[src/rtl/pal_sync_pkg.sv]
package pal_sync_pkg;
  typedef struct packed {
    logic sync_n;
    logic blank;
    logic active;
    logic irq;
  } vid_ctl_t;

  localparam vid_ctl_t VID_IDLE = '{sync_n: 1'b1, blank: 1'b1, active: 1'b0, irq: 1'b0};
endpackage

[src/rtl/pal_h_timer.sv]
module pal_h_timer #(
  parameter int LINE_CYCLES = 1024,
  localparam int HW = $clog2(LINE_CYCLES)
) (
  input  logic          clk,
  input  logic          rst_n,
  output logic [HW-1:0] h_cnt,
  output logic          line_end
);
  logic [HW-1:0] h_nxt;

  always_comb begin
    line_end = (h_cnt == HW'(LINE_CYCLES - 1));
    h_nxt    = line_end ? '0 : h_cnt + HW'(1);
  end

  always_ff @(posedge clk or negedge rst_n) begin
    if (!rst_n) h_cnt <= '0;
    else        h_cnt <= h_nxt;
  end
endmodule

[src/rtl/pal_v_timer.sv]
module pal_v_timer #(
  parameter int FIELD_LINES = 312,
  localparam int VW = $clog2(FIELD_LINES)
) (
  input  logic          clk,
  input  logic          rst_n,
  input  logic          adv,
  output logic [VW-1:0] v_cnt
);
  logic [VW-1:0] v_nxt;

  always_comb begin
    v_nxt = (v_cnt == VW'(FIELD_LINES - 1)) ? '0 : v_cnt + VW'(1);
  end

  always_ff @(posedge clk or negedge rst_n) begin
    if (!rst_n)   v_cnt <= '0;
    else if (adv) v_cnt <= v_nxt;
  end
endmodule

[src/rtl/pal_sync_decode.sv]
module pal_sync_decode
  import pal_sync_pkg::*;
#(
  parameter int HW = 10,
  parameter int VW = 9,
  parameter int LW = 8,
  parameter int CW = 10,
  parameter int LINE_CYCLES = 1024,
  parameter int FRONT_PORCH = 32,
  parameter int HSYNC_LEN = 64,
  parameter int ACT_START = 192,
  parameter int VSYNC_LINES = 3,
  parameter int VSYNC_GAP = 64,
  parameter int ACT_FIRST = 40,
  parameter int ACT_LINES = 256
) (
  input  logic          clk,
  input  logic          rst_n,
  input  logic [HW-1:0] h_cnt,
  input  logic [VW-1:0] v_cnt,
  output vid_ctl_t      ctl_q,
  output logic [LW-1:0] line_q,
  output logic [CW-1:0] col_q
);
  vid_ctl_t      ctl_d;
  logic [LW-1:0] line_d;
  logic [CW-1:0] col_d;
  logic          vs_row, act_row, act_col, hs_col, gap_col;

  always_comb begin
    vs_row  = (v_cnt < VW'(VSYNC_LINES));
    act_row = (v_cnt >= VW'(ACT_FIRST)) && (v_cnt < VW'(ACT_FIRST + ACT_LINES));
    act_col = (h_cnt >= HW'(ACT_START));
    hs_col  = (h_cnt >= HW'(FRONT_PORCH)) && (h_cnt < HW'(FRONT_PORCH + HSYNC_LEN));
    gap_col = (h_cnt >= HW'(LINE_CYCLES - VSYNC_GAP));

    ctl_d.sync_n = vs_row ? gap_col : !hs_col;
    ctl_d.active = act_row && act_col;
    ctl_d.blank  = !(act_row && act_col);
    ctl_d.irq    = (h_cnt == '0) && (v_cnt == '0);
    line_d = ctl_d.active ? LW'(v_cnt - VW'(ACT_FIRST)) : '0;
    col_d  = ctl_d.active ? CW'(h_cnt - HW'(ACT_START)) : '0;
  end

  always_ff @(posedge clk or negedge rst_n) begin
    if (!rst_n) begin
      ctl_q  <= VID_IDLE;
      line_q <= '0;
      col_q  <= '0;
    end else begin
      ctl_q  <= ctl_d;
      line_q <= line_d;
      col_q  <= col_d;
    end
  end
endmodule

[src/rtl/pal_sync_gen.sv]
module pal_sync_gen
  import pal_sync_pkg::*;
#(
  parameter int LINE_CYCLES = 1024,
  parameter int FRONT_PORCH = 32,
  parameter int HSYNC_LEN = 64,
  parameter int BACK_PORCH = 96,
  parameter int FIELD_LINES = 312,
  parameter int VSYNC_LINES = 3,
  parameter int VSYNC_GAP = 64,
  parameter int ACT_FIRST = 40,
  parameter int ACT_LINES = 256,
  localparam int HW = $clog2(LINE_CYCLES),
  localparam int VW = $clog2(FIELD_LINES),
  localparam int ACT_START = FRONT_PORCH + HSYNC_LEN + BACK_PORCH,
  localparam int LW = $clog2(ACT_LINES),
  localparam int CW = $clog2(LINE_CYCLES - ACT_START)
) (
  input  logic          clk,
  input  logic          rst_n,
  output logic          sync_n,
  output logic          blank,
  output logic          active,
  output logic [LW-1:0] line_idx,
  output logic [CW-1:0] col_idx,
  output logic          field_irq
);
  logic [HW-1:0] h_cnt;
  logic [VW-1:0] v_cnt;
  logic          line_end;
  vid_ctl_t      ctl;

  pal_h_timer #(.LINE_CYCLES(LINE_CYCLES)) u_h (
    .clk(clk), .rst_n(rst_n), .h_cnt(h_cnt), .line_end(line_end)
  );

  pal_v_timer #(.FIELD_LINES(FIELD_LINES)) u_v (
    .clk(clk), .rst_n(rst_n), .adv(line_end), .v_cnt(v_cnt)
  );

  pal_sync_decode #(
    .HW(HW), .VW(VW), .LW(LW), .CW(CW),
    .LINE_CYCLES(LINE_CYCLES), .FRONT_PORCH(FRONT_PORCH), .HSYNC_LEN(HSYNC_LEN),
    .ACT_START(ACT_START), .VSYNC_LINES(VSYNC_LINES), .VSYNC_GAP(VSYNC_GAP),
    .ACT_FIRST(ACT_FIRST), .ACT_LINES(ACT_LINES)
  ) u_dec (
    .clk(clk), .rst_n(rst_n), .h_cnt(h_cnt), .v_cnt(v_cnt),
    .ctl_q(ctl), .line_q(line_idx), .col_q(col_idx)
  );

  assign sync_n    = ctl.sync_n;
  assign blank     = ctl.blank;
  assign active    = ctl.active;
  assign field_irq = ctl.irq;
endmodule

[config.mk]
export PLATFORM = sky130hd
export DESIGN_NAME = pal_sync_gen
export DESIGN_NICKNAME = d
export VERILOG_FILES = /design/src/rtl/pal_sync_pkg.sv /design/src/rtl/pal_h_timer.sv /design/src/rtl/pal_v_timer.sv /design/src/rtl/pal_sync_decode.sv /design/src/rtl/pal_sync_gen.sv
export SDC_FILE = /design/constraint.sdc
export NUM_CORES = 1
export LEC_CHECK = 0
export BUFFER_PORTS_ARGS = -buffer_cell sky130_fd_sc_hd__buf_2
export CORE_MARGIN = 2
export CORE_UTILIZATION = 40
export DETAILED_ROUTE_END_ITERATION = 16
export GPL_ROUTABILITY_DRIVEN = 0
export PLACE_DENSITY_LB_ADDON = 0.15
export SLEW_MARGIN = 20
export SYNTH_ARGS = -nofsm -noshare
export SYNTH_HDL_FRONTEND = slang
export SYNTH_SLANG_ARGS = --single-unit
[constraint.sdc]
create_clock -name clk -period 5.3 [get_ports clk]
set_input_delay 0.795 -clock clk [delete_from_list [all_inputs] [get_ports clk]]
set_output_delay 0.795 -clock clk [all_outputs]
set_load 0.005 [all_outputs]
# Word level (Yosys, flattened, before mapping)

Index checks and enable logic that the tools add are counted.

Register bits after elaboration: 41
Output and inout bits: 22

Equal/unequal tests: 2
Reduce and logical (&&, ||, !) cells: 8
Add/sub/neg operators: 4
Muxes and demuxes: 5
$lt $le $gt $ge: 7

Operator list:

| operator              | count |
|---|---|
| $mux 10               | 2 |
| $add 10x1->10 const B | 1 |
| $eq 10x10->1 const B  | 1 |
| $ge 10x10->1 const B  | 1 |
| $ge 10x6->1 const B   | 1 |
| $ge 10x8->1 const B   | 1 |
| $logic_not 10->1      | 1 |
| $lt 10x7->1 const B   | 1 |
| $sub 10x8->10 const B | 1 |
| $add 9x1->9 const B   | 1 |
| $eq 9x9->1 const B    | 1 |
| $ge 9x6->1 const B    | 1 |
| $logic_not 9->1       | 1 |
| $lt 9x2->1 const B    | 1 |
| $lt 9x9->1 const B    | 1 |
| $mux 9                | 1 |
| $mux 8                | 1 |
| $sub 8x6->8 const B   | 1 |
| $logic_and 1x1->1     | 4 |
| $logic_not 1->1       | 2 |
| $mux 1                | 1 |

# Logic depth before layout (Yosys ltp)

Depth after elaboration: 4
Gate-level depth with buffers: 8

# Hierarchy

Synthesis repeated with hierarchy kept, for this count alone.

Cell total of the unflattened synthesis: 171
Area total of the unflattened synthesis: 1,941.9 um2

By module, submodules not included:

| module          | seq. area each (um2) | cells each | area each (um2) | times used |
|---|---|---|---|---|
| pal_sync_decode | 553.0                | 86         | 1,014.7         | 1 |
| pal_h_timer     | 250.2                | 42         | 473.0           | 1 |
| pal_v_timer     | 225.2                | 43         | 454.2           | 1 |

# Least setup slack after synthesis

No wires, ideal clock.

Path type: register to register
Start point: reg u_v.v_cnt[3]
End point: reg u_dec.col_q[8]
Cell stages (with the launch flop): 9
Buffers on the path: 2
Path slack: 3.506 ns
Library setup time: 0.069 ns
Required time: 5.231 ns
Arrival time: 1.726 ns
Cells stage by stage: dfrtp_1 > clkbuf_1 > inv_1 > ha_1 > nor2b_4 > nor4_1 > a211o_1 > buf_6 > nor2_2

Longest elaborated chain between the ends: 4
Elaborated cells on any way between the ends: 5
Classes of those cells: 2 x order compare; 1 x mux; 2 x reduce/logical

Ends and longest elaborated chain:

| element                                  | line                  | RTL |
|---|---|---|
| start, declared                          | pal_v_timer.sv:8      | `output logic [VW-1:0] v_cnt` |
| start signal, assigned                   | pal_v_timer.sv:18     | `else if (adv) v_cnt <= v_nxt;` |
| $ge 9x6->1 or $lt 9x9->1 (tied branches) | pal_sync_decode.sv:32 | `act_row = (v_cnt >= VW'(ACT_FIRST)) && (v_cnt < VW'(ACT_FIRST + ACT_LINES));` |
| $logic_and 1x1->1 *                      | pal_sync_decode.sv:32 |  |
| $logic_and 1x1->1 *                      | pal_sync_decode.sv:38 | `ctl_d.active = act_row && act_col;` |
| $mux 10 *                                | pal_sync_decode.sv:42 | `col_d = ctl_d.active ? CW'(h_cnt - HW'(ACT_START)) : '0;` |
| net u_dec.col_d[8]                       | pal_sync_decode.sv:27 | `logic [CW-1:0] col_d;` |
| end signal, assigned                     | pal_sync_decode.sv:53 | `col_q <= col_d;` |
| end, declared                            | pal_sync_decode.sv:23 | `output logic [CW-1:0] col_q` |

The timed path passes the listed nets; every way through them passes the cells marked *.
A chain may end at the register's enable or synchronous reset.

# Final worst setup path

Start point: reg u_h.h_cnt[7]
End point: reg u_v.v_cnt[3]

Longest elaborated chain between the ends: 1

Ends and longest elaborated chain:

| element                | line              | RTL |
|---|---|---|
| start, declared        | pal_h_timer.sv:7  | `output logic [HW-1:0] h_cnt,` |
| start signal, assigned | pal_h_timer.sv:19 | `else h_cnt <= h_nxt;` |
| $eq 10x10->1           | pal_h_timer.sv:13 | `line_end = (h_cnt == HW'(LINE_CYCLES - 1));` |

Every way passes these cells.

==> results.py <==
metrics = {
    "global_route": {
        "first_global_vias": 1322,
        "globalRouteOverflowTotal": 0,
        "global_routing_usage_summed_across_all_routing_layers_pct": 15.2,
        "maximum_number_of_pins_on_one_net_before_global_route_repair": 42,
        "grt_pass1_wl_um": 6180,
        "grt_antenna_before_repair": 0,
    },
    "die": {
        "fp.dieW_um": 73.2,
        "top_level_ports": 24,
        "start_util_pct": 41.1,
        "core_region_area_um2": 4660,
        "die_span_in_y_um": 73.2,
        "dieArea_um2": 5360,
        "placement_rows": 25,
    },
    "cts": {
        "clock_tree.buffer_depth": 2,
        "clk_transition_reported_paths_ns": 0.07,
        "post_cts_resized": 0,
        "cts_hold_repair.buffers": 0,
        "post-cts-setup-buffers": 0,
        "clock_latency_ns": 0.29,
        "clock_tree_from_tritoncts": "yes",
        "cts_htree_levels": 2,
        "tritoncts.num_buffers": 5,
        "cts_root_buffer": "sky130_fd_sc_hd__clkbuf_8",
        "cts_sinks": 41,
    },
    "yosys": {
        "mappedNetlistArea_um2": 1920,
        "avgSynthCellArea_um2": 10.8,
        "synth_cell_type_count": 41,
        "async_flop_share_pct": 100,
        "post-synth-top-area-fraction_pct": 50.9,
        "number_of_flops_mapped_to_enable_cells_by_yosys": 0,
        "synth_top_cells_by_area": "sky130_fd_sc_hd__dfrtp_1 (51%), sky130_fd_sc_hd__ha_1 (7.2%), sky130_fd_sc_hd__xnor2_1 (4.1%), sky130_fd_sc_hd__nor2_1 (3.3%), sky130_fd_sc_hd__nand3_1 (2.9%)",
        "synth_seq_area_share_pct": 53.7,
        "synth.largest_area_cell": "sky130_fd_sc_hd__dfrtp_1",
        "mappedNetlistNets": 190,
        "flip_flop_and_latch_count_after_synthesis": 41,
        "number_of_cells_produced_by_synthesis": 177,
        "synth_flop_cell": "sky130_fd_sc_hd__dfrtp_1",
        "synth.yosys.warnings": 0,
    },
    "placed_design": {
        "port_buffers": 23,
        "place_worst_setup_slack_ns": 3.10,
        "place.detailed.instances": 247,
        "instance_area_after_placement_um2": 2050,
        "place_hpwl_um": 2450,
    },
    "detailed_routing": {
        "routed_wl_um": 3530,
        "route.detailed.wl_per_inst_um": 13.8,
        "antenna_left": 0,
        "remaining_drc_errors": 0,
        "routed-via-count": 1301,
        "drt_pass1_iterations": 4,
        "drt-initial-drc-count": 81,
        "viasPerCell": 5.10,
    },
    "sta": {
        "skew_ns": 0.00395,
        "rsz0062_at_grt": "false",
        "share_of_the_clock_period_used_by_the_worst_path_pct": 42.0,
        "max_slew_margin_pct": 42.2,
        "setup_violations": 0,
        "max_freq_ghz": 0.450,
        "setup_tns_ns": 0,
        "timing.hold.ws_ns": 0.510,
        "hold_viol_final": 0,
        "period_needed_ns": 2.22,
        "timing_max_transition_violations_final": 0,
        "timing.final.ws_setup_ns": 3.08,
        "worst_pin_slew_ns": 0.867,
    },
    "finish": {
        "layout.cells.most_common": "sky130_fd_sc_hd__dfrtp_1",
        "most_frequent_cells_in_the_layout": "sky130_fd_sc_hd__dfrtp_1 (39), sky130_fd_sc_hd__buf_2 (23), sky130_fd_sc_hd__nor2_1 (17)",
        "multi_input_gate_area_in_the_final_layout_um2": 798,
        "final_nets": 213,
        "fraction_of_final_layout_cells_with_drive_strength_greater_than_1_pct": 18.9,
        "nFillCells": 431,
        "design_area_um2": 2140,
        "ff_latch_area_um2": 1030,
        "flow.area_growth_from_synthesis_pct": 11.8,
        "antenna_cells": 0,
        "layout.core_utilization_pct": 45.9,
        "final_cells": 255,
    },
    "critical_path": {
        "path_cells": "ha_1 > nand3_1 > nor3_2 > nand3_1 > mux2_2",
        "r2r_setup_slack_ns": 3.08,
        "worstPathArrival_ns": 2.41,
        "timing.critical_path.to_type": "register",
        "slowest_stage_cell_crit_path": "sky130_fd_sc_hd__nor3_2",
        "critical_path_class": "reg2reg",
        "cp_common_cell": "sky130_fd_sc_hd__nand3_1",
        "critPathMaxFanout": 14,
        "crit_path_max_incr_delay_ns": 0.66,
        "timing.critical_path.required_ns": 5.48,
        "setup.worst_path.start_class": "register",
    },
    "power": {
        "power_density_nw_per_um2": 246,
        "ir_worst_vdd_v": 0.0000771,
        "static_leakage_nw": 1.06,
        "total_power_uw": 526,
    },
    "run": {
        "maxCapViolations": 0,
    },
    "worst_hold_path": {
        "hold_class": "reg2reg",
    },
    "run_status": {
        "outcome": "finished, final reports clean",
    },
}
## synth_stat cells, types with 2 or more instances
master	n
sky130_fd_sc_hd__nand3_1	11
sky130_fd_sc_hd__nor2_1	17
sky130_fd_sc_hd__o211ai_1	2
sky130_fd_sc_hd__mux2i_1	3
sky130_fd_sc_hd__and3_1	2
sky130_fd_sc_hd__nor3_1	6
sky130_fd_sc_hd__and2_1	7
sky130_fd_sc_hd__dfstp_2	2
sky130_fd_sc_hd__nand4_1	2
sky130_fd_sc_hd__nand2b_1	2
sky130_fd_sc_hd__ha_1	11
sky130_fd_sc_hd__nor4b_1	2
sky130_fd_sc_hd__a21oi_1	2
sky130_fd_sc_hd__o21ai_0	5
sky130_fd_sc_hd__nor2b_1	3
sky130_fd_sc_hd__buf_2	2
sky130_fd_sc_hd__o21a_1	2
sky130_fd_sc_hd__inv_1	10
sky130_fd_sc_hd__nor2_2	2
sky130_fd_sc_hd__xnor2_1	9
sky130_fd_sc_hd__clkbuf_1	2
sky130_fd_sc_hd__nand2_1	10
sky130_fd_sc_hd__xor2_1	3
sky130_fd_sc_hd__buf_6	2
sky130_fd_sc_hd__nor4_1	4
sky130_fd_sc_hd__dfrtp_1	39
## sequential cells by signal, summed over array words and instances, names as in the netlist
name and count:
u_dec.col_q 10, u_dec.ctl_q 4, u_dec.line_q 8, u_h.h_cnt 10
u_v.v_cnt 9
## cells by family (layout without fill, tap and decap cells)
| kind of cell | count (synthesis) | in the layout | share of synthesized area [%] |
|---|---|---|---|
| simple gates | 74 | 74 | 20.9 |
| flops | 41 | 41 | 53.7 |
| buf+inv | 18 | 42 | 4.64 |
| compound gates | 17 | 17 | 5.94 |
| xor+xnor | 12 | 12 | 5.49 |
| fa+ha+maj | 11 | 11 | 7.18 |
| mux | 4 | 4 | 2.16 |
## report_power, final
part           internal [mW]  switching, mW  leakage (nW)
sequential             0.313              0         0.551
combinational       0.000266        0.00557         0.463
clock                  0.106          0.101        0.0455
total                  0.419          0.107          1.06
## path summary, 6_finish.rpt
| kind | start | to | cells after the start |
|---|---|---|---|
| max | u_h.h_cnt[7]$_DFF_PN0_ | u_v.v_cnt[3]$_DFFE_PN0N_ | 5 |
| min in group asynchronous | rst_n | u_dec.ctl_q[1]$_DFF_PN0_ | 1 |
| max in group asynchronous | rst_n | u_v.v_cnt[5]$_DFFE_PN0N_ | 1 |
| min | u_h.h_cnt[0]$_DFF_PN0_ | u_h.h_cnt[0]$_DFF_PN0_ | 1 |
| max reg2reg | u_h.h_cnt[7]$_DFF_PN0_ | u_v.v_cnt[3]$_DFFE_PN0N_ | 5 |
| min reg2reg | u_h.h_cnt[0]$_DFF_PN0_ | u_h.h_cnt[0]$_DFF_PN0_ | 1 |
## final cells by class
| class | instances | area share [%] |
|---|---|---|
| tap | 54 | 3.16 |
| clock buffer | 8 | 4.21 |
| multi-input combinational | 118 | 37.3 |
| timing repair buffer | 23 | 5.38 |
| inverter | 11 | 1.93 |
| sequential | 41 | 48.0 |
## metal layers
metal  track usage (%)  wire length [um]  vias to the layer above
met5                 0                 0                        -
met4              5.56                55                        0
met3              4.56               177                        6
met2              23.0              1560                       37
met1              20.5              1730                      619
li1                  -                 -                      639
## worst max-delay path, delay by kind of cell, from the launching register on
kind,cells,cell delay [ns]
AND/OR/NAND/NOR,3,1.02
flip-flops,1,0.48
multiplexers,1,0.31
adder cells (fa/ha/maj),1,0.29
(Power assumes the default switching activity.)
